**config.mk**
```make
export PLATFORM = sky130hd
export DESIGN_NAME = flash_region_map
export DESIGN_NICKNAME = d
export VERILOG_FILES = /design/src/rtl/flash_map_pkg.sv /design/src/rtl/flash_boot_state.sv /design/src/rtl/flash_region_decode.sv /design/src/rtl/flash_region_map.sv
export SDC_FILE = /design/constraint.sdc
export NUM_CORES = 1
export LEC_CHECK = 0
export BUFFER_PORTS_ARGS = -buffer_cell sky130_fd_sc_hd__buf_2
export CORE_MARGIN = 2
export CORE_UTILIZATION = 35
export CTS_BUF_LIST = sky130_fd_sc_hd__clkbuf_4 sky130_fd_sc_hd__clkbuf_8
export DETAILED_ROUTE_END_ITERATION = 6
export PLACE_DENSITY = 0.69
export SYNTH_ARGS = -nofsm -noshare
export SYNTH_HDL_FRONTEND = slang
export SYNTH_SLANG_ARGS = --single-unit
```
**constraint.sdc**
```tcl
create_clock -name clk -period 8.4 [get_ports clk]
set_clock_uncertainty 0.2 [all_clocks]
set_input_delay 1.68 -clock clk [delete_from_list [all_inputs] [get_ports clk]]
set_output_delay 1.68 -clock clk [all_outputs]
set_load 0.05 [all_outputs]
```
**src/rtl/flash_map_pkg.sv**
```systemverilog
package flash_map_pkg;

    localparam int FM_AW = 32;

    typedef enum logic [2:0] {
        RG_NONE = 3'd0,
        RG_APP  = 3'd1,
        RG_DATA = 3'd2,
        RG_LDR  = 3'd3,
        RG_CFG  = 3'd4
    } region_e;

    typedef enum logic [1:0] {
        OP_READ  = 2'd0,
        OP_WRITE = 2'd1,
        OP_ERASE = 2'd2,
        OP_FETCH = 2'd3
    } op_e;

    // boot-time settings plus the live vector-window target
    typedef struct packed {
        logic [1:0]       boot;
        logic             data_off;
        logic [FM_AW-1:0] data_base;
        logic             vec_ldr;
    } map_state_t;

    typedef struct packed {
        logic             valid;
        region_e          region;
        logic [FM_AW-1:0] offset;
        logic             err;
        logic             perm;
    } map_resp_t;

endpackage

```
**src/rtl/flash_boot_state.sv**
```systemverilog
module flash_boot_state
    import flash_map_pkg::*;
#(
    parameter int PAGE_BITS = 12
) (
    input  logic             clk,
    input  logic             rst_n,
    input  logic [1:0]       cfg_boot_sel,
    input  logic             cfg_data_off,
    input  logic [FM_AW-1:0] cfg_data_base,
    input  logic             remap_req,
    input  logic             remap_to_ldr,
    output logic             vec_ldr,
    output logic             data_off,
    output logic [FM_AW-1:0] data_base
);
    localparam logic [FM_AW-1:0] PAGE_MASK = (FM_AW'(1) << PAGE_BITS) - FM_AW'(1);

    map_state_t st_d, st_q;

    always_comb begin
        st_d = st_q;
        if (!rst_n) begin
            st_d.boot      = cfg_boot_sel;
            st_d.data_off  = cfg_data_off;
            st_d.data_base = cfg_data_base & ~PAGE_MASK;
            st_d.vec_ldr   = (cfg_boot_sel == 2'b00);
        end else if (remap_req && st_q.boot[1]) begin
            st_d.vec_ldr = remap_to_ldr;
        end
    end

    always_ff @(posedge clk) begin
        st_q <= st_d;
    end

    assign vec_ldr   = st_q.vec_ldr;
    assign data_off  = st_q.data_off;
    assign data_base = st_q.data_base;

endmodule

```
**src/rtl/flash_region_decode.sv**
```systemverilog
module flash_region_decode
    import flash_map_pkg::*;
#(
    parameter logic [FM_AW-1:0] APP_SIZE  = 32'h0008_0000,
    parameter logic [FM_AW-1:0] LDR_BASE  = 32'h0010_0000,
    parameter logic [FM_AW-1:0] LDR_SIZE  = 32'h0000_1000,
    parameter logic [FM_AW-1:0] CFG_BASE  = 32'h0030_0000,
    parameter int               CFG_WORDS = 3,
    parameter logic [FM_AW-1:0] VEC_SIZE  = 32'h0000_0200
) (
    input  logic             vec_ldr,
    input  logic             data_off,
    input  logic [FM_AW-1:0] data_base,
    input  logic [FM_AW-1:0] addr,
    input  logic [1:0]       op,
    input  logic             upd_en,
    output region_e          region,
    output logic [FM_AW-1:0] offset,
    output logic             err,
    output logic             perm
);
    localparam logic [FM_AW-1:0] LDR_END = LDR_BASE + LDR_SIZE;
    localparam logic [FM_AW-1:0] CFG_END = CFG_BASE + FM_AW'(CFG_WORDS * 4);

    logic [FM_AW-1:0] data_lo;
    logic             changes;

    always_comb begin
        // data area starts at the page base, or is empty
        if (data_off || (data_base > APP_SIZE)) data_lo = APP_SIZE;
        else                                    data_lo = data_base;

        region = RG_NONE;
        offset = '0;
        if (vec_ldr && (addr < VEC_SIZE)) begin
            region = RG_LDR;
            offset = addr;
        end else if (addr < data_lo) begin
            region = RG_APP;
            offset = addr;
        end else if (addr < APP_SIZE) begin
            region = RG_DATA;
            offset = addr - data_lo;
        end else if ((addr >= LDR_BASE) && (addr < LDR_END)) begin
            region = RG_LDR;
            offset = addr - LDR_BASE;
        end else if ((addr >= CFG_BASE) && (addr < CFG_END)) begin
            region = RG_CFG;
            offset = addr - CFG_BASE;
        end

        changes = (op == OP_WRITE) || (op == OP_ERASE);
        err     = (region == RG_NONE);
        perm    = !err && ((region != RG_CFG) || !changes || upd_en);
    end

endmodule

```
**src/rtl/flash_region_map.sv**
```systemverilog
module flash_region_map
    import flash_map_pkg::*;
#(
    parameter logic [31:0] APP_SIZE  = 32'h0008_0000,
    parameter logic [31:0] LDR_BASE  = 32'h0010_0000,
    parameter logic [31:0] LDR_SIZE  = 32'h0000_1000,
    parameter logic [31:0] CFG_BASE  = 32'h0030_0000,
    parameter int          CFG_WORDS = 3,
    parameter logic [31:0] VEC_SIZE  = 32'h0000_0200,
    parameter int          PAGE_BITS = 12
) (
    input  logic        clk,
    input  logic        rst_n,
    input  logic [1:0]  cfg_boot_sel,
    input  logic        cfg_data_off,
    input  logic [31:0] cfg_data_base,
    input  logic        remap_req,
    input  logic        remap_to_ldr,
    input  logic        acc_valid,
    input  logic [31:0] acc_addr,
    input  logic [1:0]  acc_op,
    input  logic        upd_en,
    output logic        out_valid,
    output logic [2:0]  out_region,
    output logic [31:0] out_offset,
    output logic        out_err,
    output logic        out_perm
);
    logic             vec_ldr;
    logic             data_off;
    logic [FM_AW-1:0] data_base;
    region_e          dec_region;
    logic [FM_AW-1:0] dec_offset;
    logic             dec_err;
    logic             dec_perm;

    flash_boot_state #(
        .PAGE_BITS (PAGE_BITS)
    ) i_state (
        .clk           (clk),
        .rst_n         (rst_n),
        .cfg_boot_sel  (cfg_boot_sel),
        .cfg_data_off  (cfg_data_off),
        .cfg_data_base (cfg_data_base),
        .remap_req     (remap_req),
        .remap_to_ldr  (remap_to_ldr),
        .vec_ldr       (vec_ldr),
        .data_off      (data_off),
        .data_base     (data_base)
    );

    flash_region_decode #(
        .APP_SIZE  (APP_SIZE),
        .LDR_BASE  (LDR_BASE),
        .LDR_SIZE  (LDR_SIZE),
        .CFG_BASE  (CFG_BASE),
        .CFG_WORDS (CFG_WORDS),
        .VEC_SIZE  (VEC_SIZE)
    ) i_decode (
        .vec_ldr   (vec_ldr),
        .data_off  (data_off),
        .data_base (data_base),
        .addr      (acc_addr),
        .op        (acc_op),
        .upd_en    (upd_en),
        .region    (dec_region),
        .offset    (dec_offset),
        .err       (dec_err),
        .perm      (dec_perm)
    );

    map_resp_t resp_d, resp_q;

    always_comb begin
        resp_d = '0;
        if (rst_n && acc_valid) begin
            resp_d.valid  = 1'b1;
            resp_d.region = dec_region;
            resp_d.offset = dec_offset;
            resp_d.err    = dec_err;
            resp_d.perm   = dec_perm;
        end
    end

    always_ff @(posedge clk) begin
        resp_q <= resp_d;
    end

    assign out_valid  = resp_q.valid;
    assign out_region = resp_q.region;
    assign out_offset = resp_q.offset;
    assign out_err    = resp_q.err;
    assign out_perm   = resp_q.perm;

endmodule

```
After elaboration in Yosys (flattened, before gate mapping)
Cells that the tools add are included.
Operators by class
  multiplexer cells: 14
  magnitude comparators: 8
  equal/unequal tests: 4
  add/sub/neg operators: 3
  reduce and logical (&&, ||, !) cells: 14
Operators by type and width (count)
  2-to-1 mux 32 bit: 6
  2-to-1 mux 38 bit: 1
  greater-or-equal comparator 32 x 21 -> 1 bit (second input constant): 1
  greater-or-equal comparator 32 x 22 -> 1 bit (second input constant): 1
  > comparator 32 x 20 -> 1 bit (second input constant): 1
  < comparator 32 x 10 -> 1 bit (second input constant): 1
  < comparator 32 x 20 -> 1 bit (second input constant): 1
  < comparator 32 x 21 -> 1 bit (second input constant): 1
  < comparator 32 x 22 -> 1 bit (second input constant): 1
  < comparator 32 bit: 1
  subtractor 32 x 21 -> 32 bit (second input constant): 1
  subtractor 32 x 22 -> 32 bit (second input constant): 1
  subtractor 32 bit: 1
  2-to-1 mux 3 bit: 5
  logical AND 1 bit: 6
  logical OR 1 bit: 4
  logical NOT 3 bit: 1
  != test 3 bit (second input constant): 1
  == test 2 x 1 -> 1 bit (second input constant): 1
  == test 2 bit (second input constant): 1
  logical NOT 1 bit: 2
  logical NOT 2 bit: 1
  2-to-1 mux 1 bit: 2
  != test 2 x 1 -> 1 bit (second input constant): 1
Storage, ports and cells
  logic and storage cells: 52
  register bits after elaboration: 62

Longest topological paths before layout
  depth in word-level cells: 12
  gate-level depth with buffers: 15

Cells and area by module
A second synthesis with hierarchy kept.
Second synthesis, totals
  cell total of the unflattened synthesis: 514
  area total of the unflattened synthesis: 4579.4 sq um
By module, submodules not included
  flash_region_decode: times used 1, sequential area each 0.0 sq um, area each 2533.7 sq um, cells each 369
  flash_region_map: times used 1, sequential area each 760.7 sq um, area each 1083.5 sq um, cells each 84
  flash_boot_state: times used 1, sequential area each 690.7 sq um, area each 962.2 sq um, cells each 61

Least setup slack after synthesis
No wires, ideal clock.
  kind: in2reg
  start point: in acc_addr[12]
  end point: reg resp_q, in the netlist out_offset[10]
  arrival: 3809 ps
  library setup time: 115 ps
  path buffers: 1
  path slack: 4276 ps
  cell stages on the path: 12
  cell sequence: inv_1 ha_1 fa_1 nand2b_1 a21oi_1 o221ai_2 nor3_2 o21ai_4 nor3_4 a21oi_2 buf_4 and2_1
On the way
  word-level cells in the longest chain between the ends: 7
  elaborated cells between the ends (all ways): 15
  classes of those cells: order compare (7); mux (5); reduce/logical (3)
RTL lines
  from (decl): line flash_region_map.sv:20  | input logic [31:0] acc_addr,
  greater-or-equal comparator 32 x 22 -> 1 bit / < comparator 32 x 22 -> 1 bit (equally long branches): line flash_region_decode.sv:47  | end else if ((addr >= CFG_BASE) && (addr < CFG_END)) begin
  logical AND 1 bit: line flash_region_decode.sv:47
  2-to-1 mux 32 bit: line flash_region_decode.sv:47
  2-to-1 mux 32 bit: line flash_region_decode.sv:44  | end else if ((addr >= LDR_BASE) && (addr < LDR_END)) begin
  2-to-1 mux 32 bit: line flash_region_decode.sv:41  | end else if (addr < APP_SIZE) begin
  2-to-1 mux 32 bit: line flash_region_decode.sv:38  | end else if (addr < data_lo) begin
  2-to-1 mux 32 bit (*): line flash_region_decode.sv:35  | if (vec_ldr && (addr < VEC_SIZE)) begin
  to (signal assigned): line flash_region_map.sv:86  | resp_q <= resp_d;
  to (decl): line flash_region_map.sv:72  | map_resp_t resp_d, resp_q;
Every way passes the cells marked *; elsewhere a longest branch is shown, timed or not.
A chain may end at the register's enable or synchronous reset.

Worst setup path in the final report
  start point: in acc_addr[12]
  end point: reg resp_q, in the netlist out_offset[19]
The elaborated chain is that of the path after synthesis.

==> impl_metrics.tcl <==
set metrics [dict create \
    status "completed" \
    htree_levels 3 \
    syn_area_um2 3360 \
    final_nets 564 \
    cts_resized 0 \
    maxClockFrequency_mhz 238 \
    insertion_delay_ns 0.34 \
    io_buffers 100 \
    dp_slack_ns 3.84 \
    vias_per_cell 5.02 \
    timing.rr.start "i_state.data_base[30]" \
    period_minus_slack_ns 4.20 \
    grt_util_met3_pct 3.97 \
    drive_gt1_share_pct 27.9 \
    ys_async_sr_fraction_pct 0 \
    grt_pass1_vias 2876 \
    io_pins 113 \
    syn_to_final_growth_pct 24.9 \
    yosys-top-cells-count "nand2_1, dfxtp_1, a21oi_1" \
    grt_first_pass_wirelength_um 14000 \
    r2r_setup_slack_ns 4.44 \
    dieWidth_um 102 \
    synthAdderAreaFrac_pct 9.16 \
    drt_wl_total_um 8730 \
    rsz0062_at_grt "no" \
    final_area_um2 4200 \
    crit_path_end_kind "flop" \
    r2r-end "out_offset[10]" \
    antenna_found_initial 0 \
    syn-instance-count 350 \
    dpl-instance-area_um2 4030 \
    synth_xor_area_share_pct 4.17 \
    p_int_mw 0.490 \
    start_kind "primary input" \
    layout_worst_path_cycle_share_pct 50.1 \
    cts_buffers 9 \
    hold_start "i_state.st_q[35]" \
    p_clk_share_pct 32.2 \
    first_pass_iters 4 \
    synthSimpleGateAreaFrac_pct 21.2 \
    avgRoutedWirePerCell_um 14.6 \
    synth_top_area_share_pct 22.6 \
    tightest_slew_ns 0.805 \
    syn_avg_cell_area_um2 9.60 \
    regArea_um2 1450 \
    maxSlewViolCount 0 \
    die_area_um2 10400 \
    cts_tree "yes" \
    postCtsHoldBufs 0 \
    slew_headroom_pct 46.3 \
    yosys_warnings 0 \
    core_um2 9280 \
    fin_ws_ns 4.20 \
    gr-usage-met2_pct 31.4 \
    synthMuxAreaShare_pct 0.596 \
    dr_total_vias 3005 \
    drv_cap 0 \
    yosysMostFrequentCell "nand2_1" \
    multi_input_area_um2 1860 \
    synth_edf_count 23 \
    drc 0 \
    peakVddDrop_v 0.0000687 \
    clk_path_buf_depth 2 \
    tns_ns 0 \
    cp_max_fo 14 \
    grt_overflow 0 \
    num_rows 35 \
    antenna_left 0 \
    dp.cells 583 \
    setup_viol 0 \
    synth_compound_area_share_pct 18.9 \
    p_sw_mw 0.227 \
    path_class "primary input to flop" \
    hp-class "flop to flop" \
    die-height_um 102 \
    crit_required_ns 8.44 \
    top_usage_layer "met2" \
    grt_use_met1_pct 20.7 \
    cts_setup_buffers 0 \
    cts_root_buffer "clkbuf_8" \
    yosysTopAreaCell "dfxtp_1" \
    clock_sinks 61 \
    yosys_register_bits 61 \
    place_congestion 0.921 \
    synth-seq-area-share_pct 43.2 \
    sw_frac_of_total_pct 31.6 \
    r2r_cells 12 \
    grt_max_degree 23 \
    num-fill-cells 928 \
    holdPathEnd "i_state.vec_ldr" \
    comb_power_share_pct 21.9 \
    min_path_cells 2 \
    p_seq_share_pct 45.9 \
    initial_utilization_pct 36.2 \
    p_per_area_nw_per_um2 171 \
    drtIter0Drc 119 \
    p_leak_nw 1.82 \
    grtUsageTotal_pct 17.5 \
    clk_pin_slew_ns 0.08 \
    worstPathCellList "buf_2 -> inv_1 -> ha_1 -> fa_1 -> nand2b_1 -> a21oi_1 -> o221ai_2 -> nor3_2 -> or2_1 -> and2_4 -> nand2_1 -> a32o_1" \
    dpl.hpwl_um 6800 \
    slowest_stage "fa_1" \
    final_cell_count_no_fill 599 \
    slowest_delay_ns 0.41 \
    yosysUniqueCellTypes 63 \
    num_antenna_cells 0 \
    arrival_ns 4.24 \
    synth_top_family_by_area "simple AND/OR/NAND/NOR gates" \
    netlist_top_cells_area "dfxtp_1, edfxtp_1, ha_1" \
    hold_violations 0 \
    holdWs_ns 0.358 \
    synth_flop_cell "dfxtp_1" \
]
## critical path, delay by kind of cell
kind	cells	cell delay, ns
AND/OR/NAND/NOR	5	1.00
adder cells (fa/ha/maj)	2	0.63
buffers and inverters	2	0.14
AO/OA/AOI/OAI	3	0.79
## area by class of cell
| class | instances | area share [%] |
|---|---|---|
| clock buffers | 10 | 3.13 |
| clock inverters | 6 | 0.954 |
| inverters | 14 | 1.25 |
| multi-input cells | 279 | 44.3 |
| flip-flops and latches | 61 | 34.6 |
| well taps | 129 | 3.85 |
| repair buffers | 100 | 11.9 |
## kinds of logic after synthesis
logic type                 after synthesis
adders and majority gates               24
xor gates and xnor gates                16
and+or+nand+nor                        134
AOI/OAI and AO/OA                       91
DFF                                     61
other                                    1
buffers and inverters                   21
muxes                                    2
## flip-flops by register name, summed over array words and instances, names as in the netlist
register           flops
i_state.st_q           1
out_region             3
i_state.data_base     20
i_state.data_off       1
out_offset            32
out_perm               1
out_err                1
i_state.vec_ldr        1
out_valid              1
## stage by stage
| stage | total power, mW | utilization (%) |
|---|---|---|
| floorplan | 0.445 | - |
| global placement | 0.488 | 43.4 |
| detailed placement | 0.492 | 43.4 |
| CTS | 0.723 | 45.2 |
| global route | 0.752 | 45.2 |
| finish | 0.717 | 45.2 |
## power groups by stage
stage               Clock (mW)  Combinational [mW]  Sequential (mW)
detailed placement           0               0.156            0.336
global route             0.249               0.172            0.331
global placement             0               0.153            0.335
floorplan                    0              0.0823            0.363
CTS                      0.237               0.157            0.329
finish                   0.231               0.157            0.329
## routing by layer
layer | share of wire [%] | up-vias
li1 | - | 1509
met1 | 44 | 1408
met2 | 50 | 76
met3 | 4.6 | 12
met4 | 1.2 | 0
met5 | 0 | -
## cells in the final DEF, fill, tap and decap left out, drive strengths merged, types with 3 or more instances in the layout
cell type  Yosys  final
nor3          10     10
inv           14     14
o21a           4      4
a22o           4      4
and2          15     15
clkinv         0      5
nor2          21     21
nor4          10     10
a21oi         30     30
xnor2         14     14
clkbuf         2     10
a21o           4      4
conb           1     12
ha            23     23
and3           4      4
nand2b         5      5
nor2b          3      3
dfxtp         38     38
o21ai         21     21
o211ai         4      4
edfxtp        23     23
nand3         16     16
buf            5    100
nand2         41     41
## worst max-delay path by stage
stage / from / end / slack, ns
floorplan: acc_addr[12] / out_offset[10] / 4.28
global placement: acc_addr[12] / out_offset[19] / 3.89
CTS: acc_addr[12] / out_offset[19] / 4.20
global route: acc_addr[12] / out_offset[1] / 4.02
detailed placement: acc_addr[12] / out_offset[19] / 3.84
finish: acc_addr[12] / out_offset[19] / 4.20
Power figures use the tool's default switching activity.
